### src/rtl/comp_pkg.sv
package comp_pkg;
  localparam int CH_W  = 8;
  localparam int RGB_W = 3 * CH_W;

  typedef logic [RGB_W-1:0] rgb_t;

  // one beat of a video stream
  typedef struct packed {
    logic hs;
    logic vs;
    logic de;
    rgb_t rgb;
  } vid_t;

  // everything that stage 1 captures in one pixel cycle
  typedef struct packed {
    vid_t up;
    logic loc_de;
    rgb_t loc_rgb;
    rgb_t key;
    logic top;
  } stage1_t;

  function automatic logic matches_key(rgb_t px, rgb_t key);
    return px == key;
  endfunction

  // a layer is see-through when it is outside its active area or keyed out
  function automatic logic see_through(rgb_t px, logic de, rgb_t key);
    return !de || matches_key(px, key);
  endfunction
endpackage

### src/rtl/stream_delay.sv
module stream_delay #(
  parameter int WIDTH = 25,
  parameter int DEPTH = 3
) (
  input  logic             clk,
  input  logic             rst,
  input  logic [WIDTH-1:0] din,
  output logic [WIDTH-1:0] dout
);
  generate
    if (DEPTH == 0) begin : g_wire
      assign dout = din;
    end else begin : g_chain
      logic [WIDTH-1:0] taps [DEPTH];
      always_ff @(posedge clk) begin
        if (rst) taps[0] <= '0;
        else     taps[0] <= din;
      end
      for (genvar k = 1; k < DEPTH; k++) begin : g_tap
        always_ff @(posedge clk) begin
          if (rst) taps[k] <= '0;
          else     taps[k] <= taps[k-1];
        end
      end
      assign dout = taps[DEPTH-1];
    end
  endgenerate
endmodule

### src/rtl/layer_select.sv
module layer_select
  import comp_pkg::*;
(
  input  rgb_t up_rgb,
  input  logic up_de,
  input  rgb_t loc_rgb,
  input  logic loc_de,
  input  rgb_t key_rgb,
  input  logic loc_top,
  output rgb_t mix_rgb,
  output logic loc_clear,
  output logic up_keyed,
  output logic take_local
);
  assign loc_clear  = see_through(loc_rgb, loc_de, key_rgb);
  assign up_keyed   = matches_key(up_rgb, key_rgb);
  assign take_local = !loc_clear && (loc_top || up_keyed);

  always_comb begin
    if (!up_de)          mix_rgb = '0;
    else if (take_local) mix_rgb = loc_rgb;
    else                 mix_rgb = up_rgb;
  end
endmodule

### src/rtl/layer_compositor.sv
module layer_compositor
  import comp_pkg::*;
#(
  parameter int LOCAL_DELAY = 3
) (
  input  logic        clk,
  input  logic        rst,
  input  logic [23:0] up_rgb,
  input  logic        up_hs,
  input  logic        up_vs,
  input  logic        up_de,
  input  logic [23:0] loc_rgb,
  input  logic        loc_de,
  input  logic [23:0] key_rgb,
  input  logic        loc_on_top,
  output logic [23:0] dn_rgb,
  output logic        dn_hs,
  output logic        dn_vs,
  output logic        dn_de
);
  localparam int LOC_W = RGB_W + 1;
  localparam int S1_W  = $bits(stage1_t);

  // local stream alignment
  logic [LOC_W-1:0] loc_in, loc_aligned;
  assign loc_in = {loc_de, loc_rgb};

  stream_delay #(.WIDTH(LOC_W), .DEPTH(LOCAL_DELAY)) u_loc_align (
    .clk (clk), .rst (rst), .din (loc_in), .dout (loc_aligned)
  );

  // stage 1: capture upstream beat, aligned local beat and controls together
  stage1_t s1_in, s1_q;
  logic [S1_W-1:0] s1_bits;

  assign s1_in.up.hs   = up_hs;
  assign s1_in.up.vs   = up_vs;
  assign s1_in.up.de   = up_de;
  assign s1_in.up.rgb  = up_rgb;
  assign s1_in.loc_de  = loc_aligned[LOC_W-1];
  assign s1_in.loc_rgb = loc_aligned[RGB_W-1:0];
  assign s1_in.key     = key_rgb;
  assign s1_in.top     = loc_on_top;

  stream_delay #(.WIDTH(S1_W), .DEPTH(1)) u_stage1 (
    .clk (clk), .rst (rst), .din (s1_in), .dout (s1_bits)
  );
  assign s1_q = s1_bits;

  // named stage-1 signals for the checker
  rgb_t s1_up_rgb, s1_loc_rgb, s1_key;
  logic s1_up_de, s1_loc_de, s1_top;
  assign s1_up_rgb  = s1_q.up.rgb;
  assign s1_up_de   = s1_q.up.de;
  assign s1_loc_rgb = s1_q.loc_rgb;
  assign s1_loc_de  = s1_q.loc_de;
  assign s1_key     = s1_q.key;
  assign s1_top     = s1_q.top;

  // layer decision
  rgb_t mix_rgb;
  logic loc_clear, up_keyed, take_local;

  layer_select u_select (
    .up_rgb     (s1_up_rgb),
    .up_de      (s1_up_de),
    .loc_rgb    (s1_loc_rgb),
    .loc_de     (s1_loc_de),
    .key_rgb    (s1_key),
    .loc_top    (s1_top),
    .mix_rgb    (mix_rgb),
    .loc_clear  (loc_clear),
    .up_keyed   (up_keyed),
    .take_local (take_local)
  );

  // stage 2: output register
  always_ff @(posedge clk) begin
    if (rst) begin
      dn_rgb <= '0;
      dn_hs  <= 1'b0;
      dn_vs  <= 1'b0;
      dn_de  <= 1'b0;
    end else begin
      dn_rgb <= mix_rgb;
      dn_hs  <= s1_q.up.hs;
      dn_vs  <= s1_q.up.vs;
      dn_de  <= s1_q.up.de;
    end
  end
endmodule

### config.mk
export PLATFORM = sky130hd
export DESIGN_NAME = layer_compositor
export DESIGN_NICKNAME = d
export VERILOG_FILES = /design/src/rtl/comp_pkg.sv /design/src/rtl/stream_delay.sv /design/src/rtl/layer_select.sv /design/src/rtl/layer_compositor.sv
export SDC_FILE = /design/constraint.sdc
export NUM_CORES = 1
export LEC_CHECK = 0
export CELL_PAD_IN_SITES_DETAIL_PLACEMENT = 0
export CELL_PAD_IN_SITES_GLOBAL_PLACEMENT = 1
export CORE_MARGIN = 4
export CORE_UTILIZATION = 43
export CTS_BUF_LIST = sky130_fd_sc_hd__clkbuf_4 sky130_fd_sc_hd__clkbuf_8 sky130_fd_sc_hd__clkbuf_16
export DETAILED_ROUTE_END_ITERATION = 8
export HOLD_SLACK_MARGIN = 0.05
export PLACE_DENSITY = 0.81
export SLEW_MARGIN = 20
export SYNTH_ARGS = -nofsm -noshare
export SYNTH_HDL_FRONTEND = slang
export SYNTH_SLANG_ARGS = --single-unit
### constraint.sdc
create_clock -name clk -period 3.6 [get_ports clk]
set_input_delay 0.72 -clock clk [delete_from_list [all_inputs] [get_ports clk]]
set_output_delay 0.72 -clock clk [all_outputs]
set_load 0.005 [all_outputs]
Yosys cells after proc, flatten, opt, wreduce, memory -nomap -nowiden
Memory sizes are Yosys's and may differ from the RTL's.
Index checks and enable logic that the tools add are counted.

storage, ports and cells
  memory bits (writable) = 152
  logic and storage cells = 28
  bits of input ports = 79
  memories kept = 2
  bits in registers = 27

memories
  name                      depth  width  rd ports  clocked after memory_dff  wr ports  RTL line            text
  u_stage1.g_chain.taps     1      77     1         0                         1         stream_delay.sv:14  logic [WIDTH-1:0] taps [DEPTH];
  u_loc_align.g_chain.taps  3      25     3         0                         3         stream_delay.sv:14

operators by class
  multiplexer cells = 9
  bitwise gates (word level) = 4
  reductions and logical operators = 7
  equal/unequal tests = 2

operators with widths
  operator              number
  77-bit two-way mux    1
  77-bit OR reduction   1
  25-bit two-way mux    3
  24-bit equality test  2
  24-bit two-way mux    1
  1-bit two-way mux     4
  1-bit OR              3
  1-bit logical NOT     2
  1-bit logical OR      2
  2-bit OR reduction    1
  1-bit logical AND     1
  1-bit inverter        1

Depth between registers and ports, before layout
  word-level depth = 5
  mapped depth = 7
  mapped depth without buffers = 6

Cells and area by module
From an unflattened synthesis, not the netlist that was laid out.

second synthesis, totals
  cells, all modules = 521
  area total of the unflattened synthesis = 5,913.2 sq um

by module, submodules not included
  module                       instances  area each (sq um)  sequential area each (sq um)  cells an instance
  stream_delay at u_stage1     1          2,084.5            1,541.5                       162
  stream_delay at u_loc_align  1          2,048.2            1,501.4                       158
  layer_select                 1          1,031.0            0.0                           145
  layer_compositor             1          749.5              540.5                         56

Least setup slack after synthesis
Ideal clock, no wire load.

  kind = register to register
  from = memory u_stage1.g_chain.taps[0][21] (netlist bit)
  to = register dn_rgb[17]
  slack = 1.960 ns
  library setup time = 0.118 ns
  path buffers = 1
  data required time = 3.482 ns
  arrival = 1.522 ns
  stages on the path, launching flop included = 8
  cell sequence = dfxtp_1 xor2_1 nor4_1 nand2_1 o31a_1 buf_2 nand3_1 a21boi_2

RTL lines
  element               RTL line                text
  start, declared       stream_delay.sv:14
  end signal, assigned  layer_compositor.sv:85  dn_rgb <= mix_rgb;
  end, declared         layer_compositor.sv:16  output logic [23:0] dn_rgb,

==> flow_metrics.env <==
export IMPL_p_clk_share_pct=45.3
export IMPL_post_drt_via_cell_ratio=4.50
export IMPL_crit_chain="xor2_1 > nor4_1 > nand2_1 > o31ai_4 > o21ai_0 > a21boi_1"
export IMPL_floorplan_initialDensity_pct=44.7
export IMPL_clock_latency_ns=0.43
export IMPL_end_kind="flip-flop"
export IMPL_ir_drop_mv=0.388
export IMPL_layout_drive_gt1_share_pct=9.72
export IMPL_r2r_start="u_stage1.g_chain.taps[0][21]"
export IMPL_fin_nets=683
export IMPL_clockRootBuffer="clkbuf_16"
export IMPL_max_freq_mhz=387
export IMPL_slew_viol_final=0
export IMPL_post_dp_hpwl_um=7890
export IMPL_required_ns=3.95
export IMPL_switching_share_pct=21.0
export IMPL_vias=3552
export IMPL_drtIter0Drc=181
export IMPL_cts_inserted_buffers=17
export IMPL_finalSetupViolCount=0
export IMPL_tns_ns=0
export IMPL_regToRegEndpoint="dn_rgb[14]"
export IMPL_p_int_uw=3410
export IMPL_synth_cells=503
export IMPL_fp_dieW_um=123
export IMPL_cp_max_fo=24
export IMPL_syn_num_nets=582
export IMPL_wl_um=11400
export IMPL_comb_power_share_pct=6.1
export IMPL_finalClockSkew_ns=0.00450
export IMPL_antenna_found_initial=0
export IMPL_grt_max_degree=74
export IMPL_io_buffer_count=105
export IMPL_cts_tree="done"
export IMPL_reg2reg_slack_ns=1.02
export IMPL_gp_congestion=0.869
export IMPL_crit_slowest_cell="o31ai_4"
export IMPL_layout_commonest_cell="dfxtp_1"
export IMPL_clk_pin_slew_ns=0.06
export IMPL_p_switching_uw=905
export IMPL_first_pass_iters=4
export IMPL_final_cell_mix="179 x dfxtp_1, 155 x nor2b_1, 104 x clkdlybuf4s50_1"
export IMPL_cts_buffer_depth=2
export IMPL_min_path_type="reg -> reg"
export IMPL_area_growth_pct=31.8
export IMPL_coreArea_um2=12800
export IMPL_synthTopCellsByArea="dfxtp_1 63%, nor2b_1 17%, a21boi_2 3.9%, xnor2_1 3.7%, xor2_1 3.7%"
export IMPL_total_power_uw=4310
export IMPL_slew_headroom_pct=29.6
export IMPL_wl_per_cell_um=14.5
export IMPL_syn_avg_cell_area_um2=11.4
export IMPL_drcViolationCount=0
export IMPL_synth_top_area_share_pct=62.5
export IMPL_cts_sink_count=179
export IMPL_maxCapViolations=0
export IMPL_status="finished, final reports clean"
export IMPL_synth_cell_types=21
export IMPL_rsz0062_at_grt="no"
export IMPL_fin_crit_ns=2.58
export IMPL_ys_warn_count=0
export IMPL_antennaDiodeCount=0
export IMPL_critPathMaxStageDelay_ns=0.92
export IMPL_leakagePower_uw=0.00284
export IMPL_postRouteAntennaNets=0
export IMPL_r2r_cells=6
export IMPL_met1_usage_pct=19.5
export IMPL_use_met2_pct=24.7
export IMPL_cts_hold_buf=0
export IMPL_cts_max_level=4
export IMPL_synth_area_um2=5730
export IMPL_path_class="reg -> reg"
export IMPL_powerDensity_nw_per_um2=571
export IMPL_grt_pass1_wl_um=17800
export IMPL_postCtsSetupBuffers=0
export IMPL_die_height_um=123
export IMPL_met3_usage_pct=4.53
export IMPL_io_pins=106
export IMPL_cts_resized=0
export IMPL_fin_crit_sh_pct=71.8
export IMPL_gr_usage_all_layers_pct=15.9
export IMPL_start_kind="flip-flop"
export IMPL_die_area_um2=15200
export IMPL_pwr_share_seq_pct=48.6
export IMPL_yosys_area_top_type="dfxtp_1"
export IMPL_row_count=41
export IMPL_synth_seq_cells=179
export IMPL_arrival_ns=2.93
export IMPL_endpoint="dn_rgb[14]"
export IMPL_tightestPinTransition_ns=1.06
export IMPL_busiest_layer="met2"
export IMPL_hold_violations=0
export IMPL_grt_pass1_vias=3462
export IMPL_synth_seq_area_share_pct=62.5
export IMPL_startpoint="u_stage1.g_chain.taps[0][21]"
export IMPL_grt_ovfl_total=0
-- cell type report --
type / count / area (um^2)
fillers: 1102 / 5270
clock buffers: 19 / 440
multi-input cells: 297 / 2040
flip-flops and latches: 179 / 3580
clock inverters: 13 / 196
repair buffers: 109 / 1080
well taps: 172 / 215
-- cells by family after synthesis --
| logic type | Yosys count | synth area share [%] |
|---|---|---|
| AND/OR/NAND/NOR | 197 | 20.7 |
| flip-flops | 179 | 62.5 |
| AO/OA/AOI/OAI | 52 | 7.33 |
| XOR/XNOR | 48 | 7.33 |
| buffers and inverters | 27 | 2.12 |
-- worst max-delay path, delay by kind of cell, from the launching register on --
kind / cells / cell delay [ns]
compound gates: 3 / 1.40
xor+xnor: 1 / 0.19
flops: 1 / 0.33
simple gates: 2 / 0.59
-- layer usage --
layer  vias to the layer above  wire length (um)
met2                       100              5370
met5                         -                 0
met3                        27               527
li1                       1812                 -
met4                         0               389
met1                      1613              5130
-- power by group through the flow --
stage	clock network [uW]	logic (uW)	registers, uW
floorplan	0	138	2130
CTS	2000	266	2090
detailed placement	0	264	2140
global placement	0	260	2140
finish	1950	263	2090
global route	2090	286	2100
-- synth_stat cells --
master and instances:
buf_1 6, dfxtp_1 179, a21boi_1 4, xor2_1 24, nor2b_1 155, nor2_1 3
nand3_1 24, o31a_1 1, nor4_1 6, nand2_1 3, o21ai_0 4, a21boi_2 20
buf_6 2, a31o_2 1, o31ai_4 1, a31oi_1 1, nand4_1 6, clkbuf_1 15
buf_2 4, xnor2_1 24, o21ai_1 20
-- through the flow --
stage / instances / hold WS, ns / utilization, % / worst slack (ns) / instance area, um^2
after floorplan: 503 / 0.414 / - / 1.96 / 5730
after global placement: 757 / 0.422 / 53.9 / 1.23 / 6910
after detailed placement: 757 / 0.420 / 54.0 / 1.12 / 6920
after CTS: 789 / 0.436 / 58.9 / 1.09 / 7560
after global routing: 789 / 0.452 / 58.9 / 0.860 / 7560
final: 789 / 0.433 / 58.9 / 1.02 / 7560
-- how the worst min path moves through the flow --
stage	cells past startpoint	startpoint	to
floorplan	1	u_stage1.g_chain.taps[0][76]	dn_hs
global placement	1	u_loc_align.g_chain.taps[0][8]	u_loc_align.g_chain.taps[1][8]
detailed placement	1	u_loc_align.g_chain.taps[1][13]	u_loc_align.g_chain.taps[2][13]
CTS	1	u_loc_align.g_chain.taps[0][18]	u_loc_align.g_chain.taps[1][18]
global route	1	u_loc_align.g_chain.taps[1][9]	u_loc_align.g_chain.taps[2][9]
finish	1	u_loc_align.g_chain.taps[1][1]	u_loc_align.g_chain.taps[2][1]
-- state kept, by name, indices dropped and copies added, names as in the netlist --
signal	cells
u_stage1.g_chain.taps	77
dn_de	1
dn_vs	1
u_loc_align.g_chain.taps	75
dn_hs	1
dn_rgb	24
Note: power is estimated with default switching activity, not from simulation.
